--- config.mk ---
export PLATFORM = sky130hd
export DESIGN_NAME = i2s_conceal_out
export DESIGN_NICKNAME = d
export VERILOG_FILES = /design/src/rtl/i2s_conceal_pkg.sv /design/src/rtl/i2s_conceal_ctrl.sv /design/src/rtl/i2s_conceal_dp.sv /design/src/rtl/i2s_conceal_out.sv
export SDC_FILE = /design/constraint.sdc
export NUM_CORES = 1
export LEC_CHECK = 0
export BUFFER_PORTS_ARGS = -buffer_cell sky130_fd_sc_hd__clkbuf_2
export CAP_MARGIN = 20
export CORE_MARGIN = 2
export CORE_UTILIZATION = 50
export DETAILED_ROUTE_END_ITERATION = 10
export HOLD_SLACK_MARGIN = 0.03
export PLACE_DENSITY = 0.67
export RECOVER_POWER = 100
export SKIP_CTS_REPAIR_TIMING = 1
export SYNTH_ARGS = -nofsm -noshare
export SYNTH_HDL_FRONTEND = slang
export SYNTH_SLANG_ARGS = --single-unit
--- constraint.sdc ---
create_clock -name clk -period 10.1 [get_ports clk]
set_input_delay 0 -clock clk [delete_from_list [all_inputs] [get_ports clk]]
set_output_delay 0 -clock clk [all_outputs]
set_load 0.005 [all_outputs]
--- src/rtl/i2s_conceal_pkg.sv ---
package i2s_conceal_pkg;
  // Strobes from the controller to the datapath
  typedef struct packed {
    logic       tick;        // a new SCK slot begins
    logic       frameStart;  // slot 0 of a stereo frame begins
    logic [5:0] nextSlot;    // slot number that starts on this tick
    logic       zeroOut;     // load silence for this frame
    logic       useHold;     // load the stored good pair
  } ctlStrobe_t;
endpackage

--- src/rtl/i2s_conceal_ctrl.sv ---
module i2s_conceal_ctrl
  import i2s_conceal_pkg::*;
#(
  parameter int SCK_HALF  = 2,
  parameter int BLOCK_LEN = 192
) (
  input  logic       clk,
  input  logic       rst,
  input  logic       pllLock,
  input  logic       mutePin,
  input  logic       muteReg,
  input  logic       sampleStb,
  input  logic       flagParity,
  input  logic       flagBiphase,
  input  logic       flagBlockStart,
  input  logic       pendErr,
  output logic       sck,
  output logic       ws,
  output logic       unlock,
  output ctlStrobe_t stb
);
  localparam int DIV   = 2 * SCK_HALF;
  localparam int DIV_W = (DIV > 2) ? $clog2(DIV) : 1;
  localparam int CNT_W = $clog2(BLOCK_LEN + 1);
  localparam logic [DIV_W-1:0] DIV_LAST = DIV_W'(DIV - 1);
  localparam logic [DIV_W-1:0] SCK_RISE = DIV_W'(SCK_HALF - 1);
  localparam logic [CNT_W-1:0] CNT_FULL = CNT_W'(BLOCK_LEN);

  logic [DIV_W-1:0] divCnt;
  logic [5:0]       slot;
  logic [5:0]       slotNext;
  logic             tick;
  logic             frameStart;
  logic             unlockMute;
  logic             unlockNext;
  logic             armed;
  logic [CNT_W-1:0] cleanCnt;
  logic             blockClean;
  logic             frameErr;

  always_comb begin
    tick       = (divCnt == DIV_LAST);
    slotNext   = slot + 6'd1;
    frameStart = tick && (slot == 6'd63);
    blockClean = armed && (cleanCnt == CNT_FULL);
    unlockNext = !pllLock || (unlockMute && !blockClean);
    frameErr   = flagParity || flagBiphase || !pllLock;
    stb.tick       = tick;
    stb.frameStart = frameStart;
    stb.nextSlot   = slotNext;
    stb.zeroOut    = unlockNext || mutePin || muteReg;
    stb.useHold    = pendErr;
  end

  // bit clock, slot counter and word select
  always_ff @(posedge clk) begin
    if (rst) begin
      divCnt <= '0;
      slot   <= 6'd63;
      sck    <= 1'b0;
      ws     <= 1'b1;
      unlock <= 1'b0;
    end else begin
      unlock <= !pllLock;
      divCnt <= tick ? '0 : divCnt + DIV_W'(1);
      if (divCnt == SCK_RISE) sck <= 1'b1;
      if (tick) begin
        sck  <= 1'b0;
        slot <= slotNext;
        ws   <= slotNext[5];
      end
    end
  end

  // unlock mute and clean-block release counter
  always_ff @(posedge clk) begin
    if (rst) begin
      unlockMute <= 1'b0;
      armed      <= 1'b0;
      cleanCnt   <= '0;
    end else begin
      if (frameStart) unlockMute <= unlockNext;
      if (frameStart && !pllLock) begin
        armed    <= 1'b0;
        cleanCnt <= '0;
      end else if (sampleStb) begin
        if (frameErr) begin
          armed    <= 1'b0;
          cleanCnt <= '0;
        end else if (flagBlockStart) begin
          armed    <= 1'b1;
          cleanCnt <= CNT_W'(1);
        end else if (armed && (cleanCnt != CNT_FULL)) begin
          cleanCnt <= cleanCnt + CNT_W'(1);
        end
      end
    end
  end
endmodule

--- src/rtl/i2s_conceal_dp.sv ---
module i2s_conceal_dp
  import i2s_conceal_pkg::*;
#(
  parameter int SAMPLE_W = 24
) (
  input  logic                clk,
  input  logic                rst,
  input  ctlStrobe_t          stb,
  input  logic                sampleStb,
  input  logic [SAMPLE_W-1:0] sampleLeft,
  input  logic [SAMPLE_W-1:0] sampleRight,
  input  logic                flagValid,
  input  logic                flagParity,
  input  logic                flagBiphase,
  input  logic [1:0]          wlSel,
  output logic                sd,
  output logic                invalid,
  output logic                pendErr
);
  localparam int IDX_W = $clog2(SAMPLE_W);

  logic [SAMPLE_W-1:0] chIn  [2];
  logic [SAMPLE_W-1:0] pendW [2];
  logic [SAMPLE_W-1:0] holdW [2];
  logic [SAMPLE_W-1:0] outW  [2];
  logic [SAMPLE_W-1:0] keep;
  logic                pendValid;
  logic [SAMPLE_W-1:0] curWord;
  logic [4:0]          pos;
  logic                sdNext;

  function automatic logic [SAMPLE_W-1:0] keepMask(input logic [1:0] sel);
    logic [SAMPLE_W-1:0] ones;
    ones = '1;
    case (sel)
      2'd0:    return ones;
      2'd1:    return ones << 4;
      2'd2:    return ones << 6;
      default: return ones << 8;
    endcase
  endfunction

  assign chIn[0] = sampleLeft;
  assign chIn[1] = sampleRight;
  assign keep    = keepMask(wlSel);

  for (genvar ch = 0; ch < 2; ch++) begin : g_chan
    always_ff @(posedge clk) begin
      if (rst) begin
        pendW[ch] <= '0;
        holdW[ch] <= '0;
        outW[ch]  <= '0;
      end else begin
        if (sampleStb) pendW[ch] <= chIn[ch];
        if (stb.frameStart) begin
          if (!pendErr) holdW[ch] <= pendW[ch];
          if (stb.zeroOut)      outW[ch] <= '0;
          else if (stb.useHold) outW[ch] <= holdW[ch] & keep;
          else                  outW[ch] <= pendW[ch] & keep;
        end
      end
    end
  end

  always_comb begin
    pos     = stb.nextSlot[4:0];
    curWord = outW[stb.nextSlot[5]];
    sdNext  = 1'b0;
    if (pos != 5'd0 && int'(pos) <= SAMPLE_W)
      sdNext = curWord[IDX_W'(SAMPLE_W - int'(pos))];
  end

  always_ff @(posedge clk) begin
    if (rst) begin
      pendValid <= 1'b0;
      pendErr   <= 1'b0;
      invalid   <= 1'b0;
      sd        <= 1'b0;
    end else begin
      if (sampleStb) begin
        pendValid <= flagValid;
        pendErr   <= flagParity || flagBiphase;
      end
      if (stb.frameStart) invalid <= !stb.zeroOut && pendValid;
      if (stb.tick) sd <= sdNext;
    end
  end
endmodule

--- src/rtl/i2s_conceal_out.sv ---
module i2s_conceal_out
  import i2s_conceal_pkg::*;
#(
  parameter int SAMPLE_W  = 24,
  parameter int SCK_HALF  = 2,
  parameter int BLOCK_LEN = 192
) (
  input  logic                clk,
  input  logic                rst,
  input  logic                sampleStb,
  input  logic [SAMPLE_W-1:0] sampleLeft,
  input  logic [SAMPLE_W-1:0] sampleRight,
  input  logic                flagValid,
  input  logic                flagParity,
  input  logic                flagBiphase,
  input  logic                flagBlockStart,
  input  logic                pllLock,
  input  logic                mutePin,
  input  logic                muteReg,
  input  logic [1:0]          wlSel,
  output logic                sck,
  output logic                ws,
  output logic                sd,
  output logic                invalid,
  output logic                unlock
);
  ctlStrobe_t ctlBus;
  logic       pendErr;

  i2s_conceal_ctrl #(.SCK_HALF(SCK_HALF), .BLOCK_LEN(BLOCK_LEN)) u_ctrl (
    .clk(clk), .rst(rst), .pllLock(pllLock), .mutePin(mutePin),
    .muteReg(muteReg), .sampleStb(sampleStb), .flagParity(flagParity),
    .flagBiphase(flagBiphase), .flagBlockStart(flagBlockStart),
    .pendErr(pendErr), .sck(sck), .ws(ws), .unlock(unlock), .stb(ctlBus)
  );

  i2s_conceal_dp #(.SAMPLE_W(SAMPLE_W)) u_dp (
    .clk(clk), .rst(rst), .stb(ctlBus), .sampleStb(sampleStb),
    .sampleLeft(sampleLeft), .sampleRight(sampleRight),
    .flagValid(flagValid), .flagParity(flagParity),
    .flagBiphase(flagBiphase), .wlSel(wlSel), .sd(sd),
    .invalid(invalid), .pendErr(pendErr)
  );
endmodule

; Word-level counts from Yosys, hierarchy flattened
; Memory sizes are Yosys's and may differ from the RTL's.
; Index checks and enable logic that the tools add are counted.
[word_totals]
ff_bits = 25
latchBits = 0
mem_bits_rw = 144
mem_bits_ro = 0
input_bits = 60
out_inout_bits = 5
wordCells = 107
mem_count = 3
[memory_table]
columns = name, depth, width, read_ports, rd_ports_with_merged_regs, wr, line
row1 = u_dp.holdW, 2, 24, 2, 0, 2, i2s_conceal_dp.sv:24  ; logic [SAMPLE_W-1:0] holdW [2];
row2 = u_dp.outW, 2, 24, 1, 0, 2, i2s_conceal_dp.sv:25  ; logic [SAMPLE_W-1:0] outW [2];
row3 = u_dp.pendW, 2, 24, 2, 0, 2, i2s_conceal_dp.sv:23  ; logic [SAMPLE_W-1:0] pendW [2];
[op_classes]
addsub = 4
mul = 0
div = 0
order_cmp = 2
n_eq_ne = 7
shifts = 0
muxes = 42
bitwise = 14
n_reduce_logical = 23
[ops]
columns = operator, n
row1 = 24-bit 2-to-1 mux, 10
row2 = 24-bit AND, 4
row3 = 1-bit 2-to-1 mux, 27
row4 = 8-bit 2-to-1 mux, 3
row5 = 8-bit one-hot mux with 3 select lines, 1
row6 = 1-bit bitwise OR, 10
row7 = 8-bit by 1-bit adder with 8-bit output (second input constant), 1
row8 = 8-bit equality test (second input constant), 1
row9 = 8-bit inequality test (second input constant), 1
row10 = 1-bit logical AND, 7
row11 = 5-bit by 7-bit < comparator with 1-bit output (second input constant), 1
row12 = 6-bit by 1-bit adder with 6-bit output (second input constant), 1
row13 = 6-bit equality test (second input constant), 1
row14 = 1-bit binary-select mux with 5-bit select, 1
row15 = 5-bit less-or-equal comparator (second input constant), 1
row16 = 1-bit logical OR, 5
row17 = 5-bit nonzero test, 1
row18 = 5-bit subtractor (first input constant), 1
row19 = 2-bit by 1-bit equality test with 1-bit output (second input constant), 2
row20 = 2-bit equality test (second input constant), 2
row21 = 2-bit AND reduction, 2
row22 = 2-bit OR reduction, 2
row23 = 1-bit zero test, 3
row24 = 3-bit nonzero test, 1
row25 = other kinds (3), 3

; Longest topological paths before layout
; Gate-level depths: netlist (run 1).
[logic_depth]
depth_word = 14
ltp_mapped = 9
depth_no_buf = 9

; By module
; A second synthesis (run 1) with hierarchy kept.
[unflattened]
hier_cells = 553
hier_area_um2 = 7519.7
[by_module_without_submodules]
columns = module, instances, cells_each, area_each_um2, seq_area_each_um2
row1 = i2s_conceal_dp, 1, 429, 6437.4, 4404.2
row2 = i2s_conceal_ctrl, 1, 124, 1082.3, 400.4

; Worst setup path before layout (run 1)
; OpenSTA, ideal clock, no wires.
[synth_path]
path_type = reg-to-reg
startpoint = register u_ctrl.slot[1]
endpoint = memory u_dp.holdW[0][0] (enable)
setup_ns = 0.464
t_arrival_ns = 3.294
required_ns = 9.636
slack_ns = 6.342
path_stages_with_launch = 5
path_buffers = 0
synth_period_minus_slack_ns = 3.758
cell_sequence = dfxtp_1 ha_1 and3_1 nand3_2 o21bai_1
[synth_lines]
columns = item, line
row1 = "start, declared", i2s_conceal_ctrl.sv:30  ; logic [5:0] slot;
row2 = "start signal, assigned", i2s_conceal_ctrl.sv:69  ; slot <= slotNext;
row3 = "end, declared", i2s_conceal_dp.sv:24

==> results of run 1 <==
-- synth_stat cells (all sizes together), types with 3 or more instances --
library cell,count
edfxtp,144
and2,98
nor2,74
mux2i,49
clkbuf,28
dfxtp,24
a21oi,22
nand2,16
nor3,14
inv,12
nand2b,10
nand3,10
o21ai,9
buf,8
a211oi,7
xor2,7
a31oi,6
ha,6
xnor2,6
and3,5
mux2,5
nor2b,5
o21bai,5
or3,4
nor4,3
o221ai,3
-- cell families (layout without fill, tap and decap cells) --
kind of cell | Yosys count | in the layout | synth area share
compound gates | 76 | 76 | 0.0692
xor+xnor | 13 | 13 | 0.0158
fa+ha+maj | 6 | 6 | 0.00977
buf+inv | 48 | 178 | 0.0260
flops | 168 | 168 | 0.625
mux | 56 | 56 | 0.0770
other cells | 0 | 1 | 0
simple gates | 250 | 250 | 0.177
-- power groups by stage --
stage          combinational, W  clock, W  sequential (W)
2_1_floorplan          0.000146         0        0.000826
3_3_place_gp           0.000186         0        0.000840
3_5_place_dp           0.000191         0        0.000841
4_1_cts                0.000193  0.000639        0.000826
5_1_grt                0.000235  0.000668        0.000830
6_report               0.000213  0.000629        0.000825
-- critical path, cell delays in order (launching register included) --
cell	delay [ns]
sky130_fd_sc_hd__dfxtp_1	0.32
sky130_fd_sc_hd__clkbuf_1	2.20
sky130_fd_sc_hd__o21bai_1	1.40
sky130_fd_sc_hd__clkbuf_1	0.91
-- per-layer routing --
layer | up-vias | track usage | share of wire
li1 | 2457 | - | -
met1 | 2467 | 0.262 | 0.44
met2 | 95 | 0.317 | 0.50
met3 | 19 | 0.0509 | 0.040
met4 | 0 | 0.0769 | 0.015
met5 | - | 0 | 0
-- registers in the layout, summed over array words and instances, names as in the netlist --
name               flops
u_dp.invalid           1
u_dp.pendW            48
u_dp.pendValid         1
u_dp.pendErr           1
u_ctrl.sck             1
u_ctrl.slot            6
u_dp.holdW            48
u_dp.sd                1
u_ctrl.unlockMute      1
u_ctrl.armed           1
u_dp.outW             48
u_ctrl.unlock          1
u_ctrl.divCnt          2
u_ctrl.cleanCnt        8
-- area by class of cell --
type                    count  share of cell area
flip-flops and latches    168               0.516
multi-input cells         401               0.287
repair buffers            134               0.105
clock buffers              18              0.0461
well taps                 188              0.0253
clock inverters            14              0.0152
inverters                  12             0.00484
diodes                      1            0.000269
-- per-stage QoR --
step / area (µm²) / hold slack [ns] / setup slack, ns / instances
finish: 9320 / 0.0237 / 4.72 / 936
global route: 9310 / 0.0264 / 4.20 / 935
floorplan: 7690 / 0.0724 / 6.34 / 617
CTS: 8740 / -0.239 / 6.31 / 871
detailed placement: 8170 / 0.213 / 6.36 / 839
global placement: 8150 / 0.212 / 6.60 / 838
-- final timing paths --
kind / from / to
worst min-delay path: wlSel[1] / u_dp.outW[1][5]
worst min register to register: u_dp.invalid / u_dp.invalid
worst max register to register: u_dp.pendErr / u_dp.holdW[0][18]
worst max-delay path: u_dp.pendErr / u_dp.holdW[0][18]
==> results.txt, run 1 <==
----------------------------------------------------
[Synthesis]
  Net count after synthesis ... 683
  Cell count after synthesis ... 617
  Top FF cell, synth ... sky130_fd_sc_hd__edfxtp_1
  Number of warnings printed during yosys synthesis ... 0
  Count of state elements after synthesis ... 168
  Average cell area after synthesis ... 12.5 µm²
  Number of flops mapped to enable cells by yosys ... 144
  Share of flip-flops with an asynchronous set or reset ... 0
  Netlist cell types ... 69
  Share of the synthesized area in the top cell type ... 0.563
  Area contributors post-synth ... sky130_fd_sc_hd__edfxtp_1 (56%), sky130_fd_sc_hd__and2_1 (7.9%), sky130_fd_sc_hd__mux2i_1 (6.4%)
  Share of the yosys chip area belonging to registers ... 0.625
  Largest area contributor in the synthesized netlist ... sky130_fd_sc_hd__edfxtp_1
  Area of the mapped netlist ... 0.00769 mm²

[Finish]
  Leading cell type in the layout, fill and taps excluded ... sky130_fd_sc_hd__edfxtp_1
  Fill cell instance count of the final layout ... 1187
  Most frequent cells in the layout ... sky130_fd_sc_hd__edfxtp_1 (144), sky130_fd_sc_hd__nor2_1 (73), sky130_fd_sc_hd__and2_0 (73), sky130_fd_sc_hd__dlygate4sd3_1 (60), sky130_fd_sc_hd__clkbuf_2 (59)
  Fraction of final layout cells with drive strength greater than 1 ... 0.145
  Sequential standard cell area ... 0.00480 mm²
  Area added between synthesis and finish ... 21.2%
  Utilization after layout ... 0.617
  Multi-input gate area ... 0.00268 mm²
  Number of nets at the end of the flow ... 800

[Run status]
  Run status ... finished, violations left
  Violations in the final reports ... capacitance limit, slew limit

[Routing]
  Remaining design rule violation count ... 0
  Final wirelength ... 16.0 mm
  WL/cell ... 17.1 µm
  Number of vias in the routed layout ... 5038
  Iteration-0 DRC count of the detailed router ... 316
  Via-per-instance ratio ... 5.38
  Number of nets with antenna violations after detailed routing ... 0
  First-pass DRT Iterations ... 5

[Worst setup path]
  Endpoint kind of the worst setup timing path ... register
  Required time reported for the critical path endpoint ... 10.02 ns
  Worst path arrival time ... 5.30 ns
  Reg-to-reg slack, setup ... 4.72 ns
  Maximum fanout count along the critical path ... 44
  Start-to-end type of the worst setup path ... register to register
  Register-to-Register Path Depth ... 3
  Startpoint kind of the worst setup timing path ... register

[Pwr]
  Logic gate share of total power ... 0.128
  Reported leakage power ... 3.53 nW
  Internal power component ... 0.00124 W
  Power density of the placed cells ... 179 mW/mm²
  Post-route total power ... 0.00167 W
  Seq pwr share ... 0.495
  Peak supply drop ... 126 µV
  Total net switching power ... 0.000425 W
  Clock Power Share ... 0.377
  Switching power as a share of total power ... 0.255

[Timing]
  Unrepaired setup endpoints after global routing ... no
  Final critical-path share of the clock period ... 0.533
  TNS Setup ... 0 ns
  Final hold violation count ... 0
  Post-Route Skew ... 0.0108 ns
  Shortest clock period the worst path allows after layout ... 5.38 ns
  Worst-margin pin slew ... 3.15 ns
  Number of slew-limit violations in the final report ... 176
  Final setup viols ... 0
  Peak Freq ... 0.186 GHz
  Worst slew margin ... -1.10

[Hold path]
  Worst hold path stage count ... 2
  Tightest Hold Check Type ... primary input to register

[Die]
  Number of primary I/O pins ... 65
  Width of the die ... 128 µm
  Die H ... 128 µm
  Total die area ... 0.0164 mm²
  Core footprint ... 0.0151 mm²
  Starting utilization of the core area ... 0.509
  Number of standard-cell rows in the floorplan ... 45

[Place]
  Port buffer count ... 64
  Weighted congestion at the end of routability-driven global placement ... 0.831
  HPWL Detailed ... 10.0 mm

[Clock network]
  Root buf cell ... sky130_fd_sc_hd__clkbuf_16
  Clock transition at path regs ... 0.06 ns
  Clock Sink Count ... 168
  Largest buffer count on any clock path ... 2
  Clock latency of the later-clocked register in the worst-skew pair ... 0.43 ns
  Clock tree from TritonCTS ... done
  Cts bufs inserted ... 17
  CTS H-tree lvls ... 4

[Job]
  Number of max-capacitance violations reported ... 5

[GRT]
  Overflow left after global routing ... 0
  Pin count of the biggest net entering global routing ... 49
  Vias in the first global route ... 4815
  Overall fraction of global-route tracks in use ... 0.198
  Initial antenna violation count ... 0
  Wire length of the first global-routing pass ... 24.7 mm

----------------------------------------------------
(Power assumes the default switching activity.)
==> run 2, diff against run 1 <==
--- a/config.mk
+++ b/config.mk
@@ -11,7 +11,7 @@
 export CORE_UTILIZATION = 50
 export DETAILED_ROUTE_END_ITERATION = 10
 export HOLD_SLACK_MARGIN = 0.03
-export PLACE_DENSITY = 0.67
+export PLACE_DENSITY = 0.69
 export RECOVER_POWER = 100
 export SKIP_CTS_REPAIR_TIMING = 1
 export SYNTH_ARGS = -nofsm -noshare
==> constraint.sdc (replaced) <==
create_clock -name clk -period 4.6 [get_ports clk]
set_input_delay 0 -clock clk [delete_from_list [all_inputs] [get_ports clk]]
set_output_delay 0 -clock clk [all_outputs]
set_load 0.005 [all_outputs]
==> run 2 against run 1 <==
Net effect:
- the run ends with hold timing, capacitance limit, slew limit left
- sequential power grew 120%
- flip-flop and latch count did not move
- first-iteration DRC count decreased by 5.7%
- worst hold slack got worse by 0.025 ns
- clock-buffer cell count shrank 1
- non-clock buffer count did not move
- critical path type unchanged
- largest cell class unchanged
==> results.txt, run 2 (synthesis gave the netlist of run 1 again) <==
----------------------------------------------------
[Finish]
  Most frequent cells in the layout ... sky130_fd_sc_hd__edfxtp_1 (144), sky130_fd_sc_hd__nor2_1 (73), sky130_fd_sc_hd__clkbuf_2 (63), sky130_fd_sc_hd__dlygate4sd3_1 (60), sky130_fd_sc_hd__and2_0 (53)
  Ant. Diodes ... 0 (-1)
  Number of nets at the end of the flow ... 800 (unchanged)
  Fill cell instance count of the final layout ... 1153 (-2.9%)
  Multi-input gate area ... 0.00269 mm² (+0.42%)
  Leading cell type in the layout, fill and taps excluded ... sky130_fd_sc_hd__edfxtp_1
  Regs by FF count ... u_dp.holdW: 48 flops, u_dp.outW: 48 flops, u_dp.pendW: 48 flops
  Sequential standard cell area ... 0.00481 mm² (about the same)
  Fraction of final layout cells with drive strength greater than 1 ... 0.146 (+0.00134)
  Area added between synthesis and finish ... 20.6%

[GRT]
  Pin count of the biggest net entering global routing ... 49 (unchanged)
  Wire length of the first global-routing pass ... 23.3 mm (-5.3%)
  Overflow left after global routing ... 0 (unchanged)
  Overall fraction of global-route tracks in use ... 0.187 (-0.0118)
  Vias in the first global route ... 4661 (-3.2%)
  Initial antenna violation count ... 0 (unchanged)

[Clock network]
  Clock Sink Count ... 168 (unchanged)
  Cts bufs inserted ... 17 (unchanged)
  Clock tree from TritonCTS ... done
  Largest buffer count on any clock path ... 2 (unchanged)
  Root buf cell ... sky130_fd_sc_hd__clkbuf_16
  Clock transition at path regs ... 0.06 ns (about the same)
  CTS H-tree lvls ... 4 (unchanged)
  Clock latency of the later-clocked register in the worst-skew pair ... 0.41 ns (-0.02 ns)

[Worst setup path]
  Reg-to-reg slack, setup ... 0.91 ns (-3.81 ns)
  Startpoint of the worst-slack reg-to-reg timing path ... u_ctrl.slot[5]
  Register-to-Register Path Depth ... 4 (+1)
  Worst path arrival time ... 3.73 ns (-1.57 ns)
  Start-to-end type of the worst setup path ... register to register
  Startpoint kind of the worst setup timing path ... register
  Endpoint kind of the worst setup timing path ... register
  CP Launch Point ... u_ctrl.slot[5]
  Required time reported for the critical path endpoint ... 4.64 ns (-5.38 ns)
  Reg2Reg Capture Point ... u_dp.holdW[0][15]
  Maximum fanout count along the critical path ... 37 (-16%)
  Destination of the critical timing path ... u_dp.holdW[0][15]

[Timing]
  Worst-margin pin slew ... 2.22 ns (-0.923 ns)
  Unrepaired setup endpoints after global routing ... no
  Post-Route Skew ... 0.00790 ns (-0.00291 ns)
  Shortest clock period the worst path allows after layout ... 3.69 ns (-1.69 ns)
  Peak Freq ... 0.271 GHz (+46%)
  Number of slew-limit violations in the final report ... 93 (-47%)
  Final hold violation count ... 1 (+1)
  Final setup viols ... 0 (unchanged)
  TNS Setup ... 0 ns (unchanged)
  Worst slew margin ... -0.482 (+0.615)
  Hold_ws ... -0.00135 ns (-0.0251 ns)
  Final critical-path share of the clock period ... 0.803 (+0.270)

[Die]
  Starting utilization of the core area ... 0.509 (unchanged)
  Width of the die ... 128 µm (unchanged)
  Total die area ... 0.0164 mm² (unchanged)
  Die H ... 128 µm (unchanged)
  Number of primary I/O pins ... 65 (unchanged)
  Number of standard-cell rows in the floorplan ... 45 (unchanged)
  Core footprint ... 0.0151 mm² (unchanged)

[Pwr]
  Reported leakage power ... 3.53 nW (about the same)
  Total net switching power ... 0.000862 W (+100%)
  Internal power component ... 0.00270 W (+120%)
  Power density of the placed cells ... 384 mW/mm² (+110%)
  Switching power as a share of total power ... 0.242 (-0.0123)
  Clock Power Share ... 0.362 (-0.015)
  Logic gate share of total power ... 0.130 (+0.002)
  Peak supply drop ... 246 µV (+95%)
  Seq pwr share ... 0.508 (+0.013)

[Routing]
  Via-per-instance ratio ... 5.35 (-0.61%)
  Number of vias in the routed layout ... 5002 (-0.71%)
  Remaining design rule violation count ... 0 (unchanged)
  Number of nets with antenna violations after detailed routing ... 0 (unchanged)
  First-pass DRT Iterations ... 4 (-1)
  Iteration-0 DRC count of the detailed router ... 298 (-5.7%)
  Final wirelength ... 15.1 mm (-5.5%)
  WL/cell ... 16.2 µm (-5.4%)

[Run status]
  Run status ... finished, violations left
  Violations in the final reports ... hold timing, capacitance limit, slew limit

[Job]
  Number of max-capacitance violations reported ... 2 (-3)

[Place]
  Port buffer count ... 64 (unchanged)
  Weighted congestion at the end of routability-driven global placement ... 0.911 (+9.7%)
  HPWL Detailed ... 9.79 mm (-2.3%)

[Hold path]
  Tightest Hold Check Type ... primary input to register

----------------------------------------------------
[run 2: changes by cell type in the layout (fill, tap and decap cells not counted), sizes merged]
cell,delta
clkinv,+5
inv,-5
buf,-2
clkbuf,+1
clkinvlp,+1
diode,-1
[run 2: metal layers]
layer	GRT usage	up-vias	wire, µm	share of wire
met1	0.239	2404	6650	0.44
met4	0.0711	0	310	0.020
li1	-	2460	-	-
met5	0	-	0	0
met2	0.306	115	7610	0.50
met3	0.0501	23	560	0.037
[run 2: how the worst min path moves through the flow]
stage / slack, ns / depth (start not counted) / start / endpoint
floorplan: 0.07 / 1 / pllLock / u_ctrl.unlock
global placement: 0.21 / 2 / pllLock / u_ctrl.unlock
detailed placement: 0.22 / 2 / pllLock / u_ctrl.unlock
CTS: -0.22 / 2 / pllLock / u_ctrl.unlock
global route: 0.03 / 4 / flagBlockStart / u_ctrl.cleanCnt[1]
finish: -0.001 / 4 / flagBlockStart / u_ctrl.cleanCnt[1]
[run 2: layout make-up]
cell class / instances / area share
multi-input cells: 401 / 0.290
inverters: 12 / 0.00486
repair buffers: 134 / 0.103
well taps: 188 / 0.0254
clock inverters: 15 / 0.0119
clock buffers: 17 / 0.0459
flip-flops and latches: 168 / 0.519
[run 2: through the flow]
step / setup slack (ns) / area [µm²] / util / total power [W] / std cells
6_report: 0.908 / 9270 / 0.614 / 0.00356 / 935
5_1_grt: 0.590 / 9270 / 0.614 / 0.00371 / 935
4_1_cts: 1.41 / 8700 / 0.576 / 0.00354 / 872
3_5_place_dp: 1.42 / 8160 / 0.541 / 0.00226 / 840
3_3_place_gp: 1.55 / 8160 / 0.541 / 0.00225 / 840
2_1_floorplan: 0.842 / 7690 / - / 0.00213 / 617
[run 2: power by group through the flow]
stage                     sequential (W)  combinational, W  clock, W
final                            0.00181          0.000464   0.00129
after global routing             0.00182          0.000510   0.00138
after CTS                        0.00181          0.000424   0.00131
after detailed placement         0.00184          0.000421         0
after global placement           0.00184          0.000416         0
after floorplan                  0.00181          0.000321         0
[run 2: worst max-delay path, cell delays in order, from the launching register on]
cell and delay [ns]:
sky130_fd_sc_hd__dfxtp_1 0.30, sky130_fd_sc_hd__clkbuf_1 0.96, sky130_fd_sc_hd__nand3_1 0.64, sky130_fd_sc_hd__o21bai_4 0.56, sky130_fd_sc_hd__clkbuf_2 0.80
